--- config.mk ---
export PLATFORM = sky130hd
export DESIGN_NAME = pix_cs_digitizer
export DESIGN_NICKNAME = d
export VERILOG_FILES = /design/src/rtl/pix_cs_pkg.sv /design/src/rtl/pix_rst_sync.sv /design/src/rtl/pix_nlfsr.sv /design/src/rtl/pix_cs_digitizer.sv
export SDC_FILE = /design/constraint.sdc
export NUM_CORES = 1
export LEC_CHECK = 0
export BUFFER_PORTS_ARGS = -buffer_cell sky130_fd_sc_hd__buf_2
export CAP_MARGIN = 20
export CORE_MARGIN = 2
export CORE_UTILIZATION = 45
export CTS_CLUSTER_DIAMETER = 120
export CTS_CLUSTER_SIZE = 40
export DETAILED_ROUTE_END_ITERATION = 12
export PLACE_DENSITY = 0.64
export SETUP_SLACK_MARGIN = 0.5
export SYNTH_ARGS = -nofsm -noshare
export SYNTH_HDL_FRONTEND = slang
export SYNTH_HIERARCHICAL = 1
export SYNTH_SLANG_ARGS = --single-unit
--- constraint.sdc ---
create_clock -name clk -period 1.6 [get_ports clk]
set_clock_uncertainty 0.15 [all_clocks]
set_input_delay 0.24 -clock clk [delete_from_list [all_inputs] [get_ports clk]]
set_output_delay 0.24 -clock clk [all_outputs]
set_load 0.01 [all_outputs]
--- src/rtl/pix_cs_pkg.sv ---
package pix_cs_pkg;
  typedef enum logic [1:0] {
    PH_IDLE   = 2'd0,
    PH_FINE   = 2'd1,
    PH_COARSE = 2'd2,
    PH_DONE   = 2'd3
  } phase_e;

  localparam logic [3:0]  FINE_TAPS_DEF   = 4'hC;
  localparam logic [7:0]  TOT_TAPS_DEF    = 8'hB8;
  localparam logic [11:0] COARSE_TAPS_DEF = 12'h829;
endpackage

--- src/rtl/pix_rst_sync.sv ---
module pix_rst_sync (
  input  logic clk,
  input  logic arst_n,
  output logic srst_n
);
  logic meta_q;

  always_ff @(posedge clk or negedge arst_n) begin
    if (!arst_n) begin
      meta_q <= 1'b0;
      srst_n <= 1'b0;
    end else begin
      meta_q <= 1'b1;
      srst_n <= meta_q;
    end
  end
endmodule

--- src/rtl/pix_nlfsr.sv ---
module pix_nlfsr #(
  parameter int         W    = 4,
  parameter logic [W-1:0] TAPS = '1
) (
  input  logic         clk,
  input  logic         rst_n,
  input  logic         step,
  input  logic         shift_en,
  input  logic         shift_in,
  output logic [W-1:0] q
);
  logic         fb;
  logic [W-1:0] q_d;

  // zero-state insertion makes the sequence cover all 2**W states
  assign fb = (^(q & TAPS)) ^ (q[W-2:0] == '0);

  always_comb begin
    q_d = q;
    if (shift_en)  q_d = {q[W-2:0], shift_in};
    else if (step) q_d = {q[W-2:0], fb};
  end

  always_ff @(posedge clk or negedge rst_n) begin
    if (!rst_n) q <= '0;
    else        q <= q_d;
  end
endmodule

--- src/rtl/pix_cs_digitizer.sv ---
module pix_cs_digitizer #(
  parameter int FINE_W   = 4,
  parameter int COARSE_W = 12,
  parameter int TOT_W    = 8,
  parameter int TRIM_W   = 5,
  parameter logic [FINE_W-1:0]   FINE_TAPS   = pix_cs_pkg::FINE_TAPS_DEF,
  parameter logic [COARSE_W-1:0] COARSE_TAPS = pix_cs_pkg::COARSE_TAPS_DEF,
  parameter logic [TOT_W-1:0]    TOT_TAPS    = pix_cs_pkg::TOT_TAPS_DEF
) (
  input  logic              clk,
  input  logic              rst_n,
  input  logic              slow_tick,
  input  logic              disc,
  input  logic              trig,
  input  logic              cfg_shift,
  input  logic              ro_mode,
  input  logic              ro_shift,
  input  logic              tok_in,
  input  logic              ro_din,
  output logic              dout,
  output logic              tok_out,
  output logic [TRIM_W-1:0] trim
);
  import pix_cs_pkg::*;

  localparam int CFG_W   = TRIM_W + 1;
  localparam int FRAME_W = 2 + TOT_W + COARSE_W + FINE_W;
  localparam int SCNT_W  = $clog2(FRAME_W + 1);
  localparam logic [SCNT_W-1:0]   SCNT_FULL  = SCNT_W'(FRAME_W);
  localparam logic [COARSE_W-1:0] COARSE_END = {1'b1, {(COARSE_W-1){1'b0}}};
  localparam logic [TOT_W-1:0]    TOT_END    = {1'b1, {(TOT_W-1){1'b0}}};

  logic rst_n_s;
  phase_e phase_q, phase_d;
  logic hit_q, hit_d, ovf_q, ovf_d, run_q, run_d, disc_q;
  logic [CFG_W-1:0]  cfg_q, cfg_d;
  logic [SCNT_W-1:0] scnt_q, scnt_d;
  logic shift_en, rise_ok, mask;
  logic fine_step, coarse_step, tot_step, coarse_end, tot_end;
  logic [FINE_W-1:0]   fine_q;
  logic [COARSE_W-1:0] coarse_q;
  logic [TOT_W-1:0]    tot_q;

  pix_rst_sync u_rst (.clk(clk), .arst_n(rst_n), .srst_n(rst_n_s));

  pix_nlfsr #(.W(FINE_W), .TAPS(FINE_TAPS)) u_fine (
    .clk(clk), .rst_n(rst_n_s), .step(fine_step), .shift_en(shift_en),
    .shift_in(ro_din), .q(fine_q));

  pix_nlfsr #(.W(COARSE_W), .TAPS(COARSE_TAPS)) u_coarse (
    .clk(clk), .rst_n(rst_n_s), .step(coarse_step), .shift_en(shift_en),
    .shift_in(fine_q[FINE_W-1]), .q(coarse_q));

  pix_nlfsr #(.W(TOT_W), .TAPS(TOT_TAPS)) u_tot (
    .clk(clk), .rst_n(rst_n_s), .step(tot_step), .shift_en(shift_en),
    .shift_in(coarse_q[COARSE_W-1]), .q(tot_q));

  assign mask       = cfg_q[CFG_W-1];
  assign trim       = cfg_q[TRIM_W-1:0];
  assign coarse_end = (coarse_q == COARSE_END);
  assign tot_end    = (tot_q == TOT_END);
  assign shift_en   = ro_mode & ro_shift & tok_in;
  assign rise_ok    = disc & ~disc_q & ~mask & ~ro_mode & (phase_q == PH_IDLE);
  assign dout       = hit_q;
  assign tok_out    = ro_mode & (scnt_q == SCNT_FULL);

  always_comb begin
    phase_d     = phase_q;
    hit_d       = hit_q;
    ovf_d       = ovf_q;
    run_d       = run_q;
    cfg_d       = cfg_q;
    scnt_d      = scnt_q;
    fine_step   = 1'b0;
    coarse_step = 1'b0;
    tot_step    = 1'b0;
    if (shift_en) begin
      hit_d = ovf_q;
      ovf_d = tot_q[TOT_W-1];
    end else if (!ro_mode) begin
      case (phase_q)
        PH_IDLE: begin
          if (trig) phase_d = PH_DONE;
          else if (rise_ok) begin
            phase_d = PH_FINE;
            hit_d   = 1'b1;
            run_d   = 1'b1;
          end
        end
        PH_FINE: begin
          if (trig)           phase_d = PH_DONE;
          else if (slow_tick) phase_d = PH_COARSE;
          else                fine_step = 1'b1;
        end
        PH_COARSE: begin
          if (trig) phase_d = PH_DONE;
          else if (slow_tick) begin
            if (coarse_end) ovf_d = 1'b1;
            else            coarse_step = 1'b1;
          end
        end
        default: ;
      endcase
      if (run_q) begin
        if (!disc)                       run_d    = 1'b0;
        else if (slow_tick && !tot_end)  tot_step = 1'b1;
      end
    end
    if (cfg_shift && !ro_mode) cfg_d = {cfg_q[CFG_W-2:0], ro_din};
    if (!ro_mode)                            scnt_d = '0;
    else if (shift_en && scnt_q != SCNT_FULL) scnt_d = scnt_q + 1'b1;
  end

  always_ff @(posedge clk or negedge rst_n_s) begin
    if (!rst_n_s) begin
      phase_q <= PH_IDLE;
      hit_q   <= 1'b0;
      ovf_q   <= 1'b0;
      run_q   <= 1'b0;
      disc_q  <= 1'b0;
      cfg_q   <= '0;
      scnt_q  <= '0;
    end else begin
      phase_q <= phase_d;
      hit_q   <= hit_d;
      ovf_q   <= ovf_d;
      run_q   <= run_d;
      disc_q  <= disc;
      cfg_q   <= cfg_d;
      scnt_q  <= scnt_d;
    end
  end

  p_fine_hold_r3: assert property (@(posedge clk) disable iff (!rst_n_s)
    (phase_q != PH_FINE && !ro_mode) |=> $stable(fine_q));
  p_coarse_sat_r5: assert property (@(posedge clk) disable iff (!rst_n_s)
    (coarse_end && !ro_mode) |=> coarse_end);
  p_ovf_sticky_r5: assert property (@(posedge clk) disable iff (!rst_n_s)
    (ovf_q && !ro_mode) |=> ovf_q);
  p_closed_r6: assert property (@(posedge clk) disable iff (!rst_n_s)
    (phase_q == PH_DONE) |=> (phase_q == PH_DONE));
  p_tot_sat_r7: assert property (@(posedge clk) disable iff (!rst_n_s)
    (tot_end && !ro_mode) |=> tot_end);
  p_one_hit_r8: assert property (@(posedge clk) disable iff (!rst_n_s)
    (hit_q && !ro_mode) |=> (phase_q != PH_IDLE));
  p_hit_src_r9: assert property (@(posedge clk) disable iff (!rst_n_s)
    ($rose(hit_q) && !$past(ro_mode)) |-> $past(disc && !mask));
  p_tok_rise_r12: assert property (@(posedge clk) disable iff (!rst_n_s)
    $rose(tok_out) |-> $past(shift_en));
endmodule

[Yosys cells after proc, flatten, opt, wreduce, memory -nomap -nowiden]
Index checks and enable logic that the tools add are counted.
Operators by class
  $add $sub $neg: 1
  mux-type cells: 46
  bitwise gates (word level): 14
  reduce and logical (&&, ||, !) cells: 25
  eq/ne operators: 12
Operator list (number)
  two-way mux 1 bit: 32
  two-way mux 12 bit: 2
  two-way mux 8 bit: 2
  nonzero test 2 bit: 8
  == test 12 bit, second input constant: 1
  parity 12 bit: 1
  zero test 11 bit: 1
  two-way mux 2 bit: 5
  two-way mux 5 bit: 2
  == test 8 bit, second input constant: 1
  two-way mux 4 bit: 2
  parity 8 bit: 1
  AND 1 bit: 7
  zero test 7 bit: 1
  inequality test 2 x 1 -> 1 bit, second input constant: 3
  inequality test 3 bit, second input constant: 2
  case mux 2 bit (3 select lines): 1
  AND reduction 6 bit: 1
  adder 5 x 1 -> 5 bit, second input constant: 1
  == test 5 bit, second input constant: 1
  inequality test 5 bit, second input constant: 1
  AND reduction 5 bit: 1
  inverter 1 bit: 4
  AND reduction 4 bit: 1
  other kinds (11): 16
Storage, ports and cells
  input bits: 10
  output and inout bits: 7
  word-level logic and storage cells: 110
  register bits: 43

[Depth between registers and ports, before layout]
  word-level depth: 10
  depth in mapped cells: 8
  mapped depth without buffers: 7

[By module]
The synthesis kept the hierarchy.
By module, submodules not included
  pix_cs_digitizer: cells an instance 97, sequential area each 425.4 µm², area each 993.5 µm², times used 1
  pix_nlfsr at u_coarse: cells an instance 47, sequential area each 300.3 µm², area each 599.3 µm², times used 1
  pix_nlfsr at u_tot: cells an instance 37, sequential area each 200.2 µm², area each 442.9 µm², times used 1
  pix_nlfsr at u_fine: cells an instance 20, sequential area each 100.1 µm², area each 210.2 µm², times used 1
  pix_rst_sync: cells an instance 3, sequential area each 50.0 µm², area each 53.8 µm², times used 1

[Worst setup path before layout]
Ideal clock, no wire load.
  kind: register -> register
  from: register u_coarse.q[5]
  to: register u_coarse.q[10]
  setup slack: -402 ps
  setup time: 125 ps
  stages on the path, launching flop included: 8
  period minus slack after synthesis: 2002 ps
  arrival: 1728 ps
  data required time: 1325 ps
  path buffers: 2
  path through: dfrtp_1 > buf_4 > nor4b_1 > nand3_1 > nor2b_1 > nor2_1 > buf_6 > mux2_2
On the way
  longest elaborated chain between the ends: 8
RTL lines
  start, declared: line pix_nlfsr.sv:10  | output logic [W-1:0] q
  start signal, assigned: line pix_nlfsr.sv:26  | else q <= q_d;
  == test 12 bit: line pix_cs_digitizer.sv:60  | assign coarse_end = (coarse_q == COARSE_END);
  two-way mux 1 bit: line pix_cs_digitizer.sv:98  | if (coarse_end) ovf_d = 1'b1;
  two-way mux 1 bit: line pix_cs_digitizer.sv:97  | else if (slow_tick) begin
  two-way mux 1 bit: line pix_cs_digitizer.sv:96  | if (trig) phase_d = PH_DONE;
  two-way mux 1 bit: line pix_cs_digitizer.sv:81  | case (phase_q)
  two-way mux 1 bit: line pix_cs_digitizer.sv:80  | end else if (!ro_mode) begin
  two-way mux 1 bit: line pix_cs_digitizer.sv:77  | if (shift_en) begin
  via coarse_step: line pix_cs_digitizer.sv:39  | logic fine_step, coarse_step, tot_step, coarse_end, tot_end;
  nonzero test 2 bit (no source line)
The timed path passes the listed nets, and every way through them passes these cells.
A chain may end at the register's enable or synchronous reset.

[Final worst setup path]
  from: register u_coarse.q[2]
  to: register u_coarse.q[3]
The elaborated chain is that of the path after synthesis.

==> results.toml <==
[timing]
maxSlewViolCount = 0
hold_viol_final = 0
setup_viol = 24
rsz0062_at_grt = "yes"
fin_crit_ps = 1830
fmax_mhz = 548
worst_slack_ps = -226
fin_crit_sh_pct = 114

[floorplan]
rows = 25
fp.dieH_um = 75.1
die_w_um = 75.1
dieArea_um2 = 5650
start_util_pct = 47.6
core_um2 = 4790
ioPinCount = 17

[pwr]
totalPowerFinal_w = 0.00413
p_clk_share_pct = 17.2
netSwitchingFraction_pct = 31.7
p_per_area_nw_per_um2 = 1250
power_switching_w = 0.00131
pwr-share-seq_pct = 38.0
irDropWorstVdd_v = 0.000919
power_frac_comb_pct = 44.8
cellLeakagePower_nw = 1.52
p_int_w = 0.00282

[clock_network]
clk_latency_ps = 290
cts_tree = "built"
clockRootBuffer = "clkbuf_8"
cts_made_buffers = 5
max-clock-path-buffers = 2
clk_pin_slew_ps = 80
h-tree-depth = 2
cts.sinks = 43

[status]
violations = "setup timing"
status = "complete, but fails checks"

[finish]
drive_gt1_share_pct = 63.3
final_cell_mix = "buf_4 (43), dfrtp_1 (40), buf_6 (18), mux2_4 (16), buf_2 (15)"
nFillCells = 334
ff_latch_area_um2 = 1080
final_common_cell = "buf_4"
nNetsFinal = 280
fin_area_um2 = 3320
area_growth_pct = 45.6
multiInputGateArea_um2 = 1350
antennaDiodeCount = 0

[placed_design]
dp_hpwl_um = 3190
globalplace.congestion = 0.865
place_area_um2 = 2710
port-buffer-count = 16
dp_slack_ps = -258

[yosys]
syn_inst = 201
yosysWarningCount = 6
synth_fp_nets = 218
netlist_area_um2 = 2280
synth_area_per_cell_um2 = 11.3

[grt]
antenna_found_initial = 0
grt_max_degree = 42
grtUsageTotal_pct = 19.8
grt_pass1_vias = 1849
grt_overflow = 0
grt_pass1_wl_um = 8500

[flow_run]
drv_cap = 0

[drt]
drt-pass1-iter-count = 4
vias = 1703
postRouteAntennaNets = 0
route.detailed.drc = 0
drt_iter0_markers = 46
viasPerCell = 5.15
wl_per_cell_um = 15.5
wirelength_um = 5150

[critical_path]
critPathKind = "reg -> reg"
cp-start-kind = "flop"
slowest_delay_ps = 400
cp-end-kind = "flop"
path_max_fanout = 12
crit_chain = "nor4b_2 > nand3_1 > nor2b_4 > nor2_4 > buf_12 > mux2_1"
critPathArrivalTime_ps = 1850
critical_path_required_ps = 1620
worst_path_max_delay_cell = "dfrtp_1"

[worst_hold_path]
hp-class = "in -> reg"
[final timing paths]
kind / to / depth (start not counted) / slack [ps] / from
max in group asynchronous: u_tot/q[4] / 1 / 980 / u_rst/srst_n
max: u_coarse/q[3] / 6 / -230 / u_coarse/q[2]
min: u_fine/q[0] / 3 / 60 / ro_din
min reg2reg: u_coarse/q[6] / 1 / 80 / u_rst/srst_n
max reg2reg: u_coarse/q[3] / 6 / -230 / u_coarse/q[2]
min in group asynchronous: u_coarse/q[6] / 1 / 80 / u_rst/srst_n
[sequential cells by signal (all words and copies together), names as in the netlist]
signal and cells:
u_coarse/q 12, u_tot/q 8, cfg_q 6, scnt_q 5, u_fine/q 4, phase_q 2, disc_q 1, dout 1
ovf_q 1, run_q 1, u_rst/meta_q 1, u_rst/srst_n 1
[cell type report]
type / count / area share, %
multi-input cells: 124 / 40.6
well taps: 67 / 2.53
inverters: 8 / 0.981
clock buffers: 7 / 2.60
clock inverters: 1 / 0.151
flip-flops and latches: 43 / 32.6
repair buffers: 81 / 20.5
[per-layer routing]
metal,global-route usage [%],share of wire [%],up-vias
met4,6.63,1.2,0
met1,23.8,44,871
li1,-,-,809
met2,36.0,53,18
met5,0,0,-
met3,3.35,1.9,5
[power groups by stage]
stage / Combinational, W / Clock [W] / Sequential, W
2_1_floorplan: 0.000981 / 0 / 0.00156
6_report: 0.00185 / 0.000709 / 0.00157
3_5_place_dp: 0.00136 / 0 / 0.00155
3_3_place_gp: 0.00132 / 0 / 0.00153
4_1_cts: 0.00163 / 0.000728 / 0.00153
5_1_grt: 0.00198 / 0.000773 / 0.00160
[worst max-delay path: cells and delay by family (launching register included)]
kind,cells,cell delay [ps]
and+or+nand+nor,4,690
buffers and inverters,1,150
DFF,1,400
muxes,1,330
[stage by stage]
| stage | TNS [ps] | std cells | utilization, % | hold slack [ps] |
|---|---|---|---|---|
| 2_1_floorplan | -3970 | 201 | - | -206 |
| 3_3_place_gp | -3710 | 299 | 56.5 | -126 |
| 3_5_place_dp | -4870 | 299 | 56.5 | -124 |
| 4_1_cts | -3980 | 323 | 64.6 | 46.5 |
| 5_1_grt | -5610 | 331 | 69.3 | 57.7 |
| 6_report | -3060 | 331 | 69.3 | 60.7 |
[timing repair]
action                                 CTS  global route
gates resized for setup                 38            36
hold buffers                             2             0
setup endpoints to repair               46            41
buffers inserted                        14             8
endpoints found under the hold margin    3             0
pin swaps                               15            14
gates cloned                             0             0
(Power assumes the default switching activity.)
